### config.mk
export PLATFORM = sky130hd
export DESIGN_NAME = dma_chan_stat
export DESIGN_NICKNAME = d
export VERILOG_FILES = /design/src/rtl/dma_chan_stat_pkg.sv /design/src/rtl/dma_pend_bank.sv /design/src/rtl/dma_halt_seq.sv /design/src/rtl/dma_irq_mask.sv /design/src/rtl/dma_chan_stat.sv
export SDC_FILE = /design/constraint.sdc
export NUM_CORES = 1
export LEC_CHECK = 0
export CELL_PAD_IN_SITES_DETAIL_PLACEMENT = 1
export CELL_PAD_IN_SITES_GLOBAL_PLACEMENT = 2
export CORE_MARGIN = 5
export CORE_UTILIZATION = 12
export CTS_CLUSTER_SIZE = 24
export DETAILED_ROUTE_END_ITERATION = 8
export PLACE_DENSITY_LB_ADDON = 0.1
export SYNTH_ARGS = -nofsm -noshare
export SYNTH_HDL_FRONTEND = slang
export SYNTH_HIERARCHICAL = 1
export SYNTH_SLANG_ARGS = --single-unit
### constraint.sdc
create_clock -name clk_i -period 1.4 [get_ports clk_i]
set_input_delay 0.14 -clock clk_i [delete_from_list [all_inputs] [get_ports clk_i]]
set_output_delay 0.14 -clock clk_i [all_outputs]
set_load 0.03 [all_outputs]
### src/rtl/dma_chan_stat_pkg.sv
package dma_chan_stat_pkg;
  localparam int N_EV    = 5;
  // event index; pending bit = PEND_LSB+idx, enable bit = EN_LSB+idx
  localparam int EV_PREM = 0;
  localparam int EV_ABRT = 1;
  localparam int EV_NRDY = 2;
  localparam int EV_ERR  = 3;
  localparam int EV_DONE = 4;
  localparam int PEND_LSB = 27;
  localparam int EN_LSB   = 20;
  localparam int BLEN_W   = 16;
  localparam int DATA_W   = 32;
endpackage

### src/rtl/dma_pend_bank.sv
module dma_pend_bank #(
  parameter int N = 5
) (
  input  logic         clk_i,
  input  logic         rst_ni,
  input  logic [N-1:0] set_i,
  input  logic [N-1:0] clr_i,
  output logic [N-1:0] pend_o
);
  logic [N-1:0] pend_q;

  for (genvar i = 0; i < N; i++) begin : g_bit
    always_ff @(posedge clk_i or negedge rst_ni) begin
      if (!rst_ni) pend_q[i] <= 1'b0;
      else         pend_q[i] <= set_i[i] | (pend_q[i] & ~clr_i[i]);  // set beats clear
    end


    set_sticks_chk: assert property (@(posedge clk_i) disable iff (!rst_ni)
      set_i[i] |=> pend_q[i]);

    clr_takes_chk: assert property (@(posedge clk_i) disable iff (!rst_ni)
      (clr_i[i] && !set_i[i]) |=> !pend_q[i]);
  end

  assign pend_o = pend_q;
endmodule

### src/rtl/dma_halt_seq.sv
module dma_halt_seq (
  input  logic clk_i,
  input  logic rst_ni,
  input  logic desc_start_i,
  input  logic ctl_abort_i,
  input  logic ctl_enable_wr_i,
  output logic abort_hit_o,
  output logic run_o,
  output logic desc_abort_o
);
  logic run_q, abort_q;

  assign abort_hit_o = desc_start_i & ctl_abort_i & run_q;

  always_ff @(posedge clk_i or negedge rst_ni) begin
    if (!rst_ni) begin
      run_q   <= 1'b1;
      abort_q <= 1'b0;
    end else begin
      abort_q <= abort_hit_o;
      if (abort_hit_o)          run_q <= 1'b0;
      else if (ctl_enable_wr_i) run_q <= 1'b1;
    end
  end

  assign run_o        = run_q;
  assign desc_abort_o = abort_q;


  abort_halts_chk: assert property (@(posedge clk_i) disable iff (!rst_ni)
    (desc_start_i && ctl_abort_i && run_o) |=> (!run_o && desc_abort_o));

  halt_holds_chk: assert property (@(posedge clk_i) disable iff (!rst_ni)
    (!run_o && !ctl_enable_wr_i) |=> (!run_o && !desc_abort_o));
endmodule

### src/rtl/dma_irq_mask.sv
module dma_irq_mask #(
  parameter int N = 5
) (
  input  logic         clk_i,
  input  logic         rst_ni,
  input  logic [N-1:0] pend_i,
  input  logic [N-1:0] en_i,
  output logic         irq_o
);
  logic irq_q;

  always_ff @(posedge clk_i or negedge rst_ni) begin
    if (!rst_ni) irq_q <= 1'b0;
    else         irq_q <= |(pend_i & en_i);
  end

  assign irq_o = irq_q;


  no_spurious_irq_chk: assert property (@(posedge clk_i) disable iff (!rst_ni)
    ((pend_i & en_i) == '0) |=> !irq_o);
endmodule

### src/rtl/dma_chan_stat.sv
module dma_chan_stat
  import dma_chan_stat_pkg::*;
#(
  parameter int                ADDR_W    = 4,
  parameter logic [ADDR_W-1:0] STAT_ADDR = '0
) (
  input  logic              clk_i,
  input  logic              rst_ni,
  input  logic [ADDR_W-1:0] reg_addr_i,
  input  logic              reg_wr_i,
  input  logic [DATA_W-1:0] reg_wdata_i,
  output logic [DATA_W-1:0] reg_rdata_o,
  input  logic              evt_done_i,
  input  logic              evt_err_i,
  input  logic              evt_nrdy_i,
  input  logic              evt_eot_i,
  input  logic              flyby_mode_i,
  input  logic              desc_active_i,
  input  logic              desc_start_i,
  input  logic              ctl_abort_i,
  input  logic              ctl_enable_wr_i,
  input  logic              desc_wrap_i,
  input  logic              desc_idone_i,
  input  logic              desc_last_i,
  input  logic              desc_full_i,
  input  logic [BLEN_W-1:0] desc_blen_i,
  output logic              run_o,
  output logic              desc_abort_o,
  output logic              irq_o
);
  localparam int GAP_W = PEND_LSB - EN_LSB - N_EV;

  logic              sel, wr_hit, abort_hit, prem_hit;
  logic [N_EV-1:0]   ev_set, ev_clr, pend, en_q;

  assign sel      = (reg_addr_i == STAT_ADDR);
  assign wr_hit   = reg_wr_i & sel;
  assign prem_hit = evt_eot_i & flyby_mode_i & desc_active_i;

  always_comb begin
    ev_set          = '0;
    ev_set[EV_DONE] = evt_done_i | prem_hit;  // premature also flags completion
    ev_set[EV_ERR]  = evt_err_i;
    ev_set[EV_NRDY] = evt_nrdy_i;
    ev_set[EV_ABRT] = abort_hit;
    ev_set[EV_PREM] = prem_hit;
    ev_clr = wr_hit ? reg_wdata_i[PEND_LSB +: N_EV] : '0;
  end

  always_ff @(posedge clk_i or negedge rst_ni) begin
    if (!rst_ni)     en_q <= '0;
    else if (wr_hit) en_q <= reg_wdata_i[EN_LSB +: N_EV];
  end

  dma_pend_bank #(.N(N_EV)) u_pend (
    .clk_i  (clk_i),
    .rst_ni (rst_ni),
    .set_i  (ev_set),
    .clr_i  (ev_clr),
    .pend_o (pend)
  );

  dma_halt_seq u_halt (
    .clk_i           (clk_i),
    .rst_ni          (rst_ni),
    .desc_start_i    (desc_start_i),
    .ctl_abort_i     (ctl_abort_i),
    .ctl_enable_wr_i (ctl_enable_wr_i),
    .abort_hit_o     (abort_hit),
    .run_o           (run_o),
    .desc_abort_o    (desc_abort_o)
  );

  dma_irq_mask #(.N(N_EV)) u_irq (
    .clk_i  (clk_i),
    .rst_ni (rst_ni),
    .pend_i (pend),
    .en_i   (en_q),
    .irq_o  (irq_o)
  );

  assign reg_rdata_o = sel ? {pend, {GAP_W{1'b0}}, en_q, desc_wrap_i, desc_idone_i,
                              desc_last_i, desc_full_i, desc_blen_i} : '0;


  prem_with_done_chk: assert property (@(posedge clk_i) disable iff (!rst_ni)
    $rose(pend[EV_PREM]) |-> pend[EV_DONE]);

  foreign_wr_chk: assert property (@(posedge clk_i) disable iff (!rst_ni)
    (reg_wr_i && !sel) |=> $stable(en_q));
endmodule

==> metrics.txt, run 1 <==
drt first pass iters 4; Initial Utilization 0.125; CP Capture Type output pin; Leak Pwr 0.849 nW; Reg area 327 um2; yosys warns 6; number of flops mapped to enable cells by yosys 0; gr ovfl total 0; Routed Antenna Nets 0; Clock Path Buffers 2; hold slack 213 ps; Top Family by Delay on Critical Path flip-flops; critical path data required time 1260 ps; Critical-path top delay cell dfstp_2; number of port buffers 78; GP Congestion 0.677; number of global-route vias before repair 1068; Max Slew Vio Count 0; Synth Register Bits 13; DRT Wirelength 3.32 mm; highest clock rate 759 MHz; register area share after synthesis 0.408; max incr delay on CP 540 ps; Setup Skew 1.45 ps; P&R area growth vs syn 131%; final hold vios 0; Die Y 91.7 um; multi-input gate area in the final layout 453 um2; Most used DFF post-synth dfrtp_1; nets 236; first-pass GRT wire length 5.37 mm; via count 896; routed vias/inst 3.67; most frequent cells in the layout clkdlybuf4s50_1, and2_1, buf_4, buf_6, dfrtp_1; unrepaired setup endpoints after global routing no; TritonCTS clock tree done; Final min period 1320 ps; part of the cycle the worst path needs 0.941; # rows 29; Setup-failing EPs final 0; Sink Count 13; clk slew on worst S/H paths 60 ps; Fin Setup TNS 0 ps; worst reg2reg path depth 2; CP Max Fanout 3; synthesized area 801 um2; CP startpoint kind flip-flop; WP data arrival 1180 ps; IO Pins 103; die area 8410 um2; initial DRC count 8; path length in cells of the critical path 1; share of post-route cells with drive strength above 1 0.419; Unique masters post-synth 20; critical path class flip-flop to output pin; WP buf/inv 1; DRC violations left 0; Total GRT Usage 0.0815; DR WL/cell 13.6 um; Core Area 6420 um2; initial antenna violation count 0; worst path cell trace dlygate4sd2_1; max-cap check violation count 0; ys async rst share 1.00; post-synthesis instance total 79; CTS H-tree lvls 1; root buf cell clkbuf_8; hold crit path type input pin to asynchronous set/reset pin; clk_lat worst skew 240 ps; number of buffers created by CTS 3; average instance area after synthesis 10.1 um2; Max VDD drop 0.223 mV; # diodes 0; status finished, final reports clean; largest net degree at the start of global routing 14; HPWL Detailed 2.77 mm; Pwr Density 644 nW/um2; Filler cells 739; commonest non-fill, non-tap cell in the layout clkdlybuf4s50_1; Die Wd 91.7 um
-- where the power goes --
group / internal (W) / leakage (nW) / switching, W / total [W]
sequential: 0.000429 / 0.140 / 0.0000379 / 0.000467
combinational: 0.000245 / 0.687 / 0.000146 / 0.000392
clock: 0.000201 / 0.0228 / 0.000133 / 0.000333
total: 0.000875 / 0.849 / 0.000317 / 0.00119
-- synth_stat cells, types with 2 or more instances --
| cell type | instances | area (um2) |
|---|---|---|
| and2_1 | 30 | 188 |
| dfrtp_1 | 12 | 300 |
| a21o_1 | 5 | 37.5 |
| and3_2 | 5 | 37.5 |
| inv_1 | 5 | 18.8 |
| mux2_4 | 5 | 75.1 |
| clkbuf_1 | 3 | 11.3 |
| buf_4 | 2 | 15.0 |
-- stage by stage --
stage	cell area, um2	utilization	total power, W	worst slack [ps]	cells
finish	1850	0.288	0.00119	81.9	244
global placement	1660	0.259	0.000847	-293	234
detailed placement	1660	0.259	0.000850	-309	234
floorplan	805	-	0.000627	131	80
global route	1850	0.288	0.00127	4.57	244
CTS	1830	0.285	0.00121	1.05	245
-- state kept, by name, summed over array words and instances, names as in the netlist --
name and flops:
en_q 5, u_pend/pend_o 5, u_halt/desc_abort_o 1, u_halt/run_o 1
u_irq/irq_o 1
-- per-layer routing --
metal	GRT usage	part of all wire	up-vias
met4	0.0260	0	0
li1	-	-	428
met5	0	0	-
met1	0.0811	0.35	427
met2	0.153	0.56	41
met3	0.0344	0.090	0
-- cells by family (layout without fill, tap and decap cells) --
group / after synthesis / count (layout) / synth area share
AO/OA/AOI/OAI: 7 / 7 / 0.0688
other: 1 / 2 / 0.00468
multiplexers: 5 / 5 / 0.0937
buffers and inverters: 10 / 97 / 0.0562
AND/OR/NAND/NOR: 43 / 43 / 0.369
flip-flops: 13 / 13 / 0.408
-- path summary, 6_finish.rpt --
check | slack, ps | startpoint | endpoint
max | 80 | u_halt/run_o$_DFFE_PN1P_ | run_o
min | 210 | rst_ni | u_irq/irq_o$_DFF_PN0_
max reg2reg | 360 | u_pend/pend_o[3]$_DFF_PN0_ | u_irq/irq_o$_DFF_PN0_
min reg2reg | 510 | u_pend/pend_o[2]$_DFF_PN0_ | u_pend/pend_o[2]$_DFF_PN0_
max in group asynchronous | 950 | rst_ni | u_halt/run_o$_DFFE_PN1P_
min in group clk_i | 470 | evt_err_i | u_pend/pend_o[3]$_DFF_PN0_
-- cell type report --
| cell class | instances | share of cell area |
|---|---|---|
| clock buffers | 4 | 0.0243 |
| inverters | 5 | 0.0101 |
| multi-input cells | 57 | 0.245 |
| flip-flops and latches | 13 | 0.176 |
| well taps | 77 | 0.0521 |
| repair buffers | 88 | 0.492 |
-- timing repair --
item | 4_1_cts | 5_1_grt
hold buffers | 0 | 0
endpoints found under the setup margin | 39 | 11
cloned | 1 | 0
pin swaps | 1 | 1
buffers inserted | 6 | 0
resized for setup | 29 | 13
(Power assumes the default switching activity.)
==> run 2, diff against run 1 <==
--- a/config.mk
+++ b/config.mk
@@ -9,5 +9,5 @@
 export CELL_PAD_IN_SITES_GLOBAL_PLACEMENT = 2
 export CORE_MARGIN = 5
-export CORE_UTILIZATION = 12
+export CORE_UTILIZATION = 10
 export CTS_CLUSTER_SIZE = 24
 export DETAILED_ROUTE_END_ITERATION = 8
==> constraint.sdc (replaced) <==
create_clock -name clk_i -period 1.18 [get_ports clk_i]
set_input_delay 0.118 -clock clk_i [delete_from_list [all_inputs] [get_ports clk_i]]
set_output_delay 0.118 -clock clk_i [all_outputs]
set_load 0.005 [all_outputs]
==> run 2 against run 1 <==
The flow now finishes with violations (setup timing). Sequential power increased by 18%. Largest cell class unchanged. Via count up 3.3%. Combinational power is 9.4% higher. Critical path type is now input pin to output pin. Sequential cell count did not move. Core utilization shrank 2.3 points. Final area up 11%. Critical endpoint is now reg_rdata_o[22]. Cell count is 13% higher. Sequential share of layout area decreased by 1.8 points. Global-route usage fell by 0.70 points.
==> metrics.txt, run 2 (synthesis results as in run 1) <==
Max VDD drop 0.321 mV; unrepaired setup endpoints after global routing yes; P&R area growth vs syn 157%; CP startpoint kind input pin; initial antenna violation count 0; max incr delay on CP 240 ps; DR WL/cell 13.4 um; clk_lat worst skew 240 ps; Worst R2R Start u_pend/pend_o[4]$_DFF_PN0_; CP Capture Type output pin; final hold vios 0; r2r setup slk 140 ps; Sink Count 13; part of the cycle the worst path needs 1.09; drt first pass iters 4; max-cap check violation count 0; gr ovfl total 0; Die Wd 99.5 um; CTS H-tree lvls 1; Leak Pwr 0.883 nW; root buf cell clkbuf_8; worst reg2reg path depth 3; number of global-route vias before repair 1033; largest net degree at the start of global routing 14; Setup-failing EPs final 39; HPWL Detailed 2.83 mm; via count 926; placed insts 262; Worst path most repeated cell buf_6; path length in cells of the critical path 8; Die Y 99.5 um; worst path cell trace buf_6 > nor4_4 > buf_4 > buf_6 > buf_6 > buf_12 > and2_4 > buf_6; first-pass GRT wire length 5.66 mm; CP Max Fanout 7; die area 9900 um2; IO Pins 103; hold crit path type input pin to asynchronous set/reset pin; Final min period 1290 ps; Worst R2R End u_irq/irq_o$_DFF_PN0_; Initial Utilization 0.103; clk slew on worst S/H paths 60 ps; highest clock rate 777 MHz; DRC violations left 0; Pwr Density 667 nW/um2; Final Cell Area 2060 um2; Setup Skew 2.56 ps; status complete, but fails checks; Routed Antenna Nets 0; WP data arrival 1170 ps; number of port buffers 78; Max Slew Vio Count 0; Critical-path top delay cell nor4_4; failing checks setup timing; non-filler cells, final 275; most frequent cells in the layout clkdlybuf4s50_1, buf_6, and2_4, dfrtp_1, and2_1; number of buffers created by CTS 3; Final WS setup -107 ps; Clock Path Buffers 2; DRT Wirelength 3.69 mm; # rows 32; critical path class input pin to output pin; Core Area 7770 um2; commonest non-fill, non-tap cell in the layout clkdlybuf4s50_1; nets 242; WP buf/inv 6; share of post-route cells with drive strength above 1 0.509; initial DRC count 24; Top Family by Delay on Critical Path buffers and inverters; critical path data required time 1060 ps; Total GRT Usage 0.0745; post-route total power 0.00137 W; GP Congestion 0.702; Placed Area 1750 um2; # diodes 0; cts-stage hold buffer count 0; routed vias/inst 3.37; TritonCTS clock tree done
## run 2: cell types whose count changed in the layout (fill, tap and decap cells not counted), sizes merged
| cell | change |
|---|---|
| buf | -4 |
| dlygate4sd2 | +6 |
| clkdlybuf4s50 | -1 |
| clkdlybuf4s15 | +7 |
| dlymetal6s2s | -2 |
## run 2: worst max path at each step
stage	start	to	slack, ps
6_report	reg_addr_i[0]	reg_rdata_o[22]	-110
5_1_grt	reg_addr_i[0]	reg_rdata_o[22]	-180
4_1_cts	reg_addr_i[2]	reg_rdata_o[22]	-110
3_5_place_dp	reg_addr_i[1]	reg_rdata_o[27]	-750
3_3_place_gp	reg_addr_i[1]	reg_rdata_o[13]	-740
2_1_floorplan	reg_addr_i[1]	en_q[0]$_DFFE_PN0P_	80
## run 2: final cells by class
| cell class | count | area (um2) |
|---|---|---|
| timing repair buffer | 94 | 1030 |
| inverter | 5 | 18.8 |
| fill | 909 | 5710 |
| clock buffer | 4 | 45.0 |
| tap | 102 | 128 |
| sequential | 13 | 327 |
| multi-input combinational | 57 | 504 |
## run 2: metal layers
layer | vias to the layer above | track usage | share of wire
met3 | 2 | 0.0372 | 0.11
met4 | 0 | 0.0126 | 0.0081
li1 | 439 | - | -
met1 | 436 | 0.0859 | 0.39
met2 | 49 | 0.126 | 0.49
met5 | - | 0 | 0
## run 2: stage by stage
step / util / TNS [ps] / worst slack (ps) / hold WS [ps]
4_1_cts: 0.257 / -2910 / -109 / 191
3_5_place_dp: 0.226 / -27070 / -755 / 451
3_3_place_gp: 0.226 / -26230 / -735 / 453
6_report: 0.265 / -2720 / -107 / 188
2_1_floorplan: - / 0 / 77.7 / -178
5_1_grt: 0.265 / -5600 / -179 / 200
## run 2: report_power, final
group | total (W) | switching [W] | internal (W)
Sequential | 0.000551 | 0.0000420 | 0.000509
Clock | 0.000392 | 0.000154 | 0.000238
Combinational | 0.000429 | 0.000118 | 0.000311
Total | 0.00137 | 0.000314 | 0.00106
## run 2: timing repair
item,4_1_cts,5_1_grt
hold endpoints to repair,0,0
cloned,3,0
setup buffers,6,0
gates resized for setup,166,13
endpoints found under the setup margin,43,41
pin swaps,18,7
## run 2: worst register-to-register path, stage by stage (launching register included)
cell and delay (ps):
dfrtp_1 390, buf_6 120, a222oi_1 320, nand2_1 100
